==> config.mk <==
export PLATFORM = sky130hd
export DESIGN_NAME = trace_reg_jtag_port
export DESIGN_NICKNAME = d
export VERILOG_FILES = /design/src/rtl/trace_reg_pkg.sv /design/src/rtl/trace_chain_select.sv /design/src/rtl/trace_bypass_bit.sv /design/src/rtl/trace_data_shifter.sv /design/src/rtl/trace_access_fsm.sv /design/src/rtl/trace_reg_jtag_port.sv
export SDC_FILE = /design/constraint.sdc
export NUM_CORES = 1
export LEC_CHECK = 0
export ABC_AREA = 1
export BUFFER_PORTS_ARGS = -buffer_cell sky130_fd_sc_hd__buf_2
export CORE_UTILIZATION = 40
export DETAILED_ROUTE_END_ITERATION = 12
export PLACE_DENSITY = 0.59
export SYNTH_ARGS = -nofsm -noshare
export SYNTH_HDL_FRONTEND = slang
export SYNTH_SLANG_ARGS = --single-unit
==> constraint.sdc <==
create_clock -name tck -period 3.67 [get_ports tck]
set_clock_uncertainty 0.1 [all_clocks]
set_input_delay 0.367 -clock tck [delete_from_list [all_inputs] [get_ports tck]]
set_output_delay 0.367 -clock tck [all_outputs]
set_load 0.05 [all_outputs]
==> src/rtl/trace_reg_pkg.sv <==
package trace_reg_pkg;

    localparam int DATA_W   = 32;
    localparam int ADDR_W   = 7;
    localparam int CHAIN_W  = 5;
    localparam int INSTR_W  = 4;
    localparam int NUM_REGS = 9;
    localparam int DR_W     = DATA_W + ADDR_W + 1;

    localparam logic [INSTR_W-1:0] INS_CHAIN_SEL    = 4'h2;
    localparam logic [INSTR_W-1:0] INS_CHAIN_ACCESS = 4'hC;

    localparam logic [CHAIN_W-1:0] CHAIN_CAPTURE = 5'b10000;
    localparam logic [CHAIN_W-1:0] REG_CHAIN     = '0;

    typedef enum logic [1:0] {
        ACC_IDLE   = 2'd0,
        ACC_WRITE  = 2'd1,
        ACC_READ   = 2'd2,
        ACC_RESULT = 2'd3
    } acc_state_e;

endpackage

==> src/rtl/trace_chain_select.sv <==
module trace_chain_select #(
    parameter int                 SEL_W   = 5,
    parameter logic [SEL_W-1:0]   CAP_VAL = 5'b10000
) (
    input  logic             tck,
    input  logic             rst_n,
    input  logic             en,
    input  logic             capture,
    input  logic             shift,
    input  logic             update,
    input  logic             tdi,
    output logic [SEL_W-1:0] chain_q,
    output logic             sr_lsb
);

    logic [SEL_W-1:0] sr_q;

    always_ff @(posedge tck or negedge rst_n) begin
        if (!rst_n) begin
            sr_q    <= '0;
            chain_q <= '0;
        end else if (en) begin
            if (capture) begin
                sr_q <= CAP_VAL;
            end else if (shift) begin
                sr_q <= {tdi, sr_q[SEL_W-1:1]};
            end else if (update) begin
                chain_q <= sr_q;
            end
        end
    end

    assign sr_lsb = sr_q[0];

endmodule

==> src/rtl/trace_bypass_bit.sv <==
module trace_bypass_bit (
    input  logic tck,
    input  logic rst_n,
    input  logic en,
    input  logic capture,
    input  logic shift,
    input  logic tdi,
    output logic bit_q
);

    always_ff @(posedge tck or negedge rst_n) begin
        if (!rst_n) begin
            bit_q <= 1'b0;
        end else if (en) begin
            if (capture) begin
                bit_q <= 1'b0;
            end else if (shift) begin
                bit_q <= tdi;
            end
        end
    end

endmodule

==> src/rtl/trace_data_shifter.sv <==
module trace_data_shifter #(
    parameter int WORD_W = 32,
    parameter int TOT_W  = 40
) (
    input  logic              tck,
    input  logic              rst_n,
    input  logic              en,
    input  logic              capture,
    input  logic              shift,
    input  logic              tdi,
    input  logic [WORD_W-1:0] cap_word,
    output logic [TOT_W-1:0]  dr_q
);

    localparam int PAD_W = TOT_W - WORD_W;

    always_ff @(posedge tck or negedge rst_n) begin
        if (!rst_n) begin
            dr_q <= '0;
        end else if (en) begin
            if (capture) begin
                dr_q <= {{PAD_W{1'b0}}, cap_word};
            end else if (shift) begin
                dr_q <= {tdi, dr_q[TOT_W-1:1]};
            end
        end
    end

endmodule

==> src/rtl/trace_access_fsm.sv <==
module trace_access_fsm
    import trace_reg_pkg::*;
#(
    parameter int DW    = DATA_W,
    parameter int AW    = ADDR_W,
    parameter int NREGS = NUM_REGS
) (
    input  logic          tck,
    input  logic          rst_n,
    input  logic          upd_hit,
    input  logic          cap_hit,
    input  logic [AW-1:0] req_addr,
    input  logic [DW-1:0] req_data,
    input  logic          req_write,
    input  logic [DW-1:0] rf_rdata,
    output logic          rf_we,
    output logic          rf_re,
    output logic [AW-1:0] rf_addr,
    output logic [DW-1:0] rf_wdata,
    output logic [DW-1:0] cap_word
);

    acc_state_e    state_q;
    acc_state_e    state_d;
    logic [DW-1:0] hold_q;
    logic          addr_ok;

    assign addr_ok = (req_addr < AW'(NREGS));

    // state register
    always_ff @(posedge tck or negedge rst_n) begin
        if (!rst_n) begin
            state_q <= ACC_IDLE;
        end else begin
            state_q <= state_d;
        end
    end

    // next state
    always_comb begin
        state_d = state_q;
        unique case (state_q)
            ACC_IDLE, ACC_RESULT: begin
                if (upd_hit) begin
                    if (addr_ok) begin
                        state_d = req_write ? ACC_WRITE : ACC_READ;
                    end else begin
                        state_d = req_write ? ACC_IDLE : ACC_RESULT;
                    end
                end else if (cap_hit) begin
                    state_d = ACC_IDLE;
                end
            end
            ACC_WRITE:  state_d = ACC_IDLE;
            ACC_READ:   state_d = ACC_RESULT;
        endcase
    end

    // outputs
    always_comb begin
        rf_we    = (state_q == ACC_WRITE);
        rf_re    = (state_q == ACC_READ);
        cap_word = (state_q == ACC_RESULT) ? hold_q : '0;
    end

    // request and result datapath
    always_ff @(posedge tck or negedge rst_n) begin
        if (!rst_n) begin
            rf_addr  <= '0;
            rf_wdata <= '0;
            hold_q   <= '0;
        end else begin
            if (upd_hit && addr_ok) begin
                rf_addr  <= req_addr;
                rf_wdata <= req_data;
            end
            if (state_q == ACC_READ) begin
                hold_q <= rf_rdata;
            end else if (upd_hit && !req_write && !addr_ok) begin
                hold_q <= '0;
            end
        end
    end

endmodule

==> src/rtl/trace_reg_jtag_port.sv <==
module trace_reg_jtag_port
    import trace_reg_pkg::*;
(
    input  logic              tck,
    input  logic              rst_n,
    input  logic [INSTR_W-1:0] instr,
    input  logic              capture_dr,
    input  logic              shift_dr,
    input  logic              update_dr,
    input  logic              tdi,
    output logic              tdo,
    output logic [ADDR_W-1:0] rf_addr,
    output logic [DATA_W-1:0] rf_wdata,
    output logic              rf_we,
    output logic              rf_re,
    input  logic [DATA_W-1:0] rf_rdata
);

    localparam int DIR_BIT  = DR_W - 1;
    localparam int ADDR_LSB = DATA_W;

    logic [CHAIN_W-1:0] chain;
    logic               sel_lsb;
    logic               byp_q;
    logic [DR_W-1:0]    dr_q;
    logic [DATA_W-1:0]  cap_word;
    logic               on_sel;
    logic               on_access;
    logic               on_bypass;

    assign on_sel    = (instr == INS_CHAIN_SEL);
    assign on_access = (instr == INS_CHAIN_ACCESS) && (chain == REG_CHAIN);
    assign on_bypass = !on_sel && !on_access;

    trace_chain_select #(
        .SEL_W   (CHAIN_W),
        .CAP_VAL (CHAIN_CAPTURE)
    ) u_chain_sel (
        .tck     (tck),
        .rst_n   (rst_n),
        .en      (on_sel),
        .capture (capture_dr),
        .shift   (shift_dr),
        .update  (update_dr),
        .tdi     (tdi),
        .chain_q (chain),
        .sr_lsb  (sel_lsb)
    );

    trace_bypass_bit u_bypass (
        .tck     (tck),
        .rst_n   (rst_n),
        .en      (on_bypass),
        .capture (capture_dr),
        .shift   (shift_dr),
        .tdi     (tdi),
        .bit_q   (byp_q)
    );

    trace_data_shifter #(
        .WORD_W (DATA_W),
        .TOT_W  (DR_W)
    ) u_shifter (
        .tck      (tck),
        .rst_n    (rst_n),
        .en       (on_access),
        .capture  (capture_dr),
        .shift    (shift_dr),
        .tdi      (tdi),
        .cap_word (cap_word),
        .dr_q     (dr_q)
    );

    trace_access_fsm #(
        .DW    (DATA_W),
        .AW    (ADDR_W),
        .NREGS (NUM_REGS)
    ) u_fsm (
        .tck       (tck),
        .rst_n     (rst_n),
        .upd_hit   (update_dr && on_access),
        .cap_hit   (capture_dr && on_access),
        .req_addr  (dr_q[ADDR_LSB +: ADDR_W]),
        .req_data  (dr_q[DATA_W-1:0]),
        .req_write (dr_q[DIR_BIT]),
        .rf_rdata  (rf_rdata),
        .rf_we     (rf_we),
        .rf_re     (rf_re),
        .rf_addr   (rf_addr),
        .rf_wdata  (rf_wdata),
        .cap_word  (cap_word)
    );

    always_comb begin
        if (on_sel) begin
            tdo = sel_lsb;
        end else if (on_access) begin
            tdo = dr_q[0];
        end else begin
            tdo = byp_q;
        end
    end

endmodule

==> out/qor.yml <==
run_status:
  run_status: "completed"
detailed_routing:
  dr_total_vias: 4229
  detailedRoute.firstPassIterationCount: 4
  routed_wire_length_per_instance_um: 13.3
  detail_route.vias_per_cell: 4.84
  postRouteAntennaNets: 0
  drc: 0
  dr.first_iter.drc_count: 262
  drt_wl_total_um: 11600
finish:
  post_layout_nonfiller_instances: 874
  insertedDiodeCount: 0
  finalNetCount: 736
  final_util_pct: 50.3
  areaGrowthSynthToFinish_pct: 20.9
  nFillCells: 1270
  layout-drive-gt1-share_pct: 18.4
floorplanning:
  die_width_um: 118
  core_area_sq_um: 12800
  die_area_sq_um: 13800
  io_pins: 84
  rows: 41
  die-height_um: 118
  initial_utilization_pct: 41.6
global_route:
  grt_start_max_net_pins: 69
  grt_first_pass_wirelength_um: 19900
  grtUsageTotal_pct: 18.3
  grt_pass1_vias: 4173
  globalRoute.totalOverflow: 0
  antenna_found_initial: 0
timing:
  worst_pin_slew_ns: 1.23
  setup_violations: 0
  whs_ns: 0.0588
  finalWorstSetupSlack_ns: 1.31
  timing.setup.tns_ns: 0
  slew_headroom_pct: 18.2
  finalCriticalPeriod_ns: 2.36
  unrepaired_setup_endpoints_after_global_routing: "false"
  final_hold_viol_count: 0
  timing.final.max_slew_violations: 0
  fin_crit_sh_pct: 64.2
  max_freq_ghz: 0.424
logic_synthesis:
  yosys.area_share.adder_pct: 1.17
  synth_compound_gate_area_share_pct: 11.7
  count_of_flip_flops_with_a_built_in_enable_after_synthesis: 0
  yosys.cell_types.count: 26
  postSynthRegisterBits: 124
  syn_nets: 663
  synthDominantAreaCellType: "dfrtp_1"
  synthesis.area_per_instance_sq_um: 8.67
  synth_mux_area_share_pct: 0
  ys_seq_area_share_pct: 58.1
  yosys.area_share.simple_pct: 21.6
  synth_xor_area_share_pct: 0
  synthesized_cell_area_sq_um: 5340
  post_synth_main_area_contributors: "dfrtp_1, nand2_1, o21ai_0"
  dominantRegCellSynth: "dfrtp_1"
  synthesis.yosys.warnings: 0
  async_reset_ff_share_pct: 100
  synth_top_family_by_area: "simple AND/OR/NAND/NOR gates"
  yosys.area.top_type_share_pct: 58.1
  number_of_instances_in_the_synthesized_netlist: 616
critical_path:
  end_kind: "primary output"
  worstSetupPathType: "reg -> out"
  cp.required_ns: 3.20
  worst_r2r_path_depth: 7
  cp.arrival_ns: 1.89
  startpoint_type: "register"
  critical_path_peak_fanout: 5
placement:
  dp.final_hpwl_um: 7740
  pre_cts_ws_ns: 0.934
  port_buffers: 83
  numPlacedInstances: 841
  gp_routability_congestion: 0.860
clock_tree:
  skew_pair_late_insertion_delay_ns: 0.41
  tritoncts: "built"
  clock-root-buffer: "clkbuf_16"
  cts_resized: 0
  htree_num_levels: 4
  cts.reportedPaths.clkPinSlew_ns: 0.05
  cts.sink_count: 124
  clock_path_buffers: 2
  cts_inserted_buffers: 17
power:
  leakage_nw: 3.24
  ir_drop_uv: 299
  power_density_nw_per_um2: 801
min_path:
  hold_path_class: "in -> reg"
  timing.hold.worst_path_depth: 3
job:
  timing.max_cap.violations: 0
==> stage by stage <==
step / cell area (sq um) / total power, mW
5_1_grt: 6450 / 5.48
6_report: 6450 / 5.17
3_5_place_dp: 5840 / 3.51
3_3_place_gp: 5840 / 3.47
4_1_cts: 6450 / 5.23
2_1_floorplan: 5340 / 3.11
==> final timing paths <==
kind                                             start            endpoint  slack [ns]
worst max-delay path            u_chain_sel.chain_q[1]                 tdo        1.31
worst min-delay path                      rf_rdata[19]    u_fsm.hold_q[19]        0.06
worst max register to register  u_chain_sel.chain_q[1]  u_fsm.rf_wdata[16]        1.33
worst min register to register      u_fsm.rf_wdata[29]  u_fsm.rf_wdata[29]        0.38
max in group asynchronous                        rst_n   u_fsm.rf_wdata[7]        2.22
min in group asynchronous                        rst_n    u_fsm.state_q[0]        0.42
==> state kept, by name, indices dropped and copies added (netlist names) <==
name	cells
u_fsm.state_q	2
u_chain_sel.chain_q	5
u_fsm.rf_addr	7
u_bypass.bit_q	1
u_fsm.hold_q	32
u_fsm.rf_wdata	32
u_shifter.dr_q	40
u_chain_sel.sr_q	5
==> synth_stat cells, drive strengths merged (2+ instances only) <==
| cell | instances |
|---|---|
| buf | 20 |
| dfrtp | 124 |
| nand3 | 77 |
| a21oi | 3 |
| o21ai | 116 |
| clkbuf | 15 |
| nor3 | 2 |
| inv | 58 |
| nor2 | 17 |
| ha | 5 |
| nand4 | 4 |
| nand2 | 172 |
==> power breakdown <==
part           total (mW)  switching [mW]  internal [mW]  leakage [nW]
Combinational        1.44            1.06          0.381          1.36
Sequential           2.04           0.213           1.83          1.59
Clock                1.69           0.556           1.14         0.301
==> area by class of cell <==
cell class | count | area [sq um] | share of cell area (%)
Timing Repair Buffer | 89 | 465 | 7.21
Clock inverter | 7 | 110 | 1.71
Sequential cell | 124 | 3100 | 48.1
Clock buffer | 25 | 495 | 7.68
Tap cell | 172 | 215 | 3.34
Multi-Input combinational cell | 398 | 1840 | 28.5
Inverter | 59 | 223 | 3.45
==> cells in the final DEF (no fill, tap or decap), types with 2 or more instances in the layout <==
cell	netlist	final
inv_1	56	56
clkbuf_16	0	17
ha_1	5	5
inv_2	2	2
a21oi_1	3	3
dfrtp_1	124	124
clkinv_2	1	5
bufinv_16	0	3
clkbuf_8	0	4
nand3_1	76	76
nand4_1	4	4
nor2_1	16	16
o21ai_0	106	106
clkbuf_1	14	4
buf_4	3	6
o21ai_1	4	4
o21ai_2	6	6
buf_2	11	82
nand2_1	171	171
==> repair_timing <==
action / 4_1_cts / 5_1_grt
hold buffers: 1 / 0
endpoints found under the hold margin: 46 / 0
setup endpoints to repair: 0 / 0
buffers inserted: 0 / 0
==> cells by family (layout without fill, tap and decap cells) <==
group	after synthesis	in the layout
DFF	124	124
adders and majority gates	5	5
and+or+nand+nor	273	273
buffers and inverters	94	180
AOI/OAI and AO/OA	120	120
==> worst max-delay path, cell delays in order (launching register included) <==
cell and delay [ns]:
dfrtp_1 0.39, nor2_1 0.16, nand3_1 0.12, nor2_1 0.28, a21oi_1 0.11, a21oi_1 0.15
buf_2 0.28
==> layer usage <==
metal | global-route usage [%] | up-vias | routed length (um)
met2 | 29.6 | 71 | 5470
met3 | 4.36 | 17 | 364
met4 | 8.01 | 0 | 201
met1 | 23.5 | 2000 | 5560
met5 | 0 | - | 0
li1 | - | 2141 | -
(Power assumes the default switching activity.)
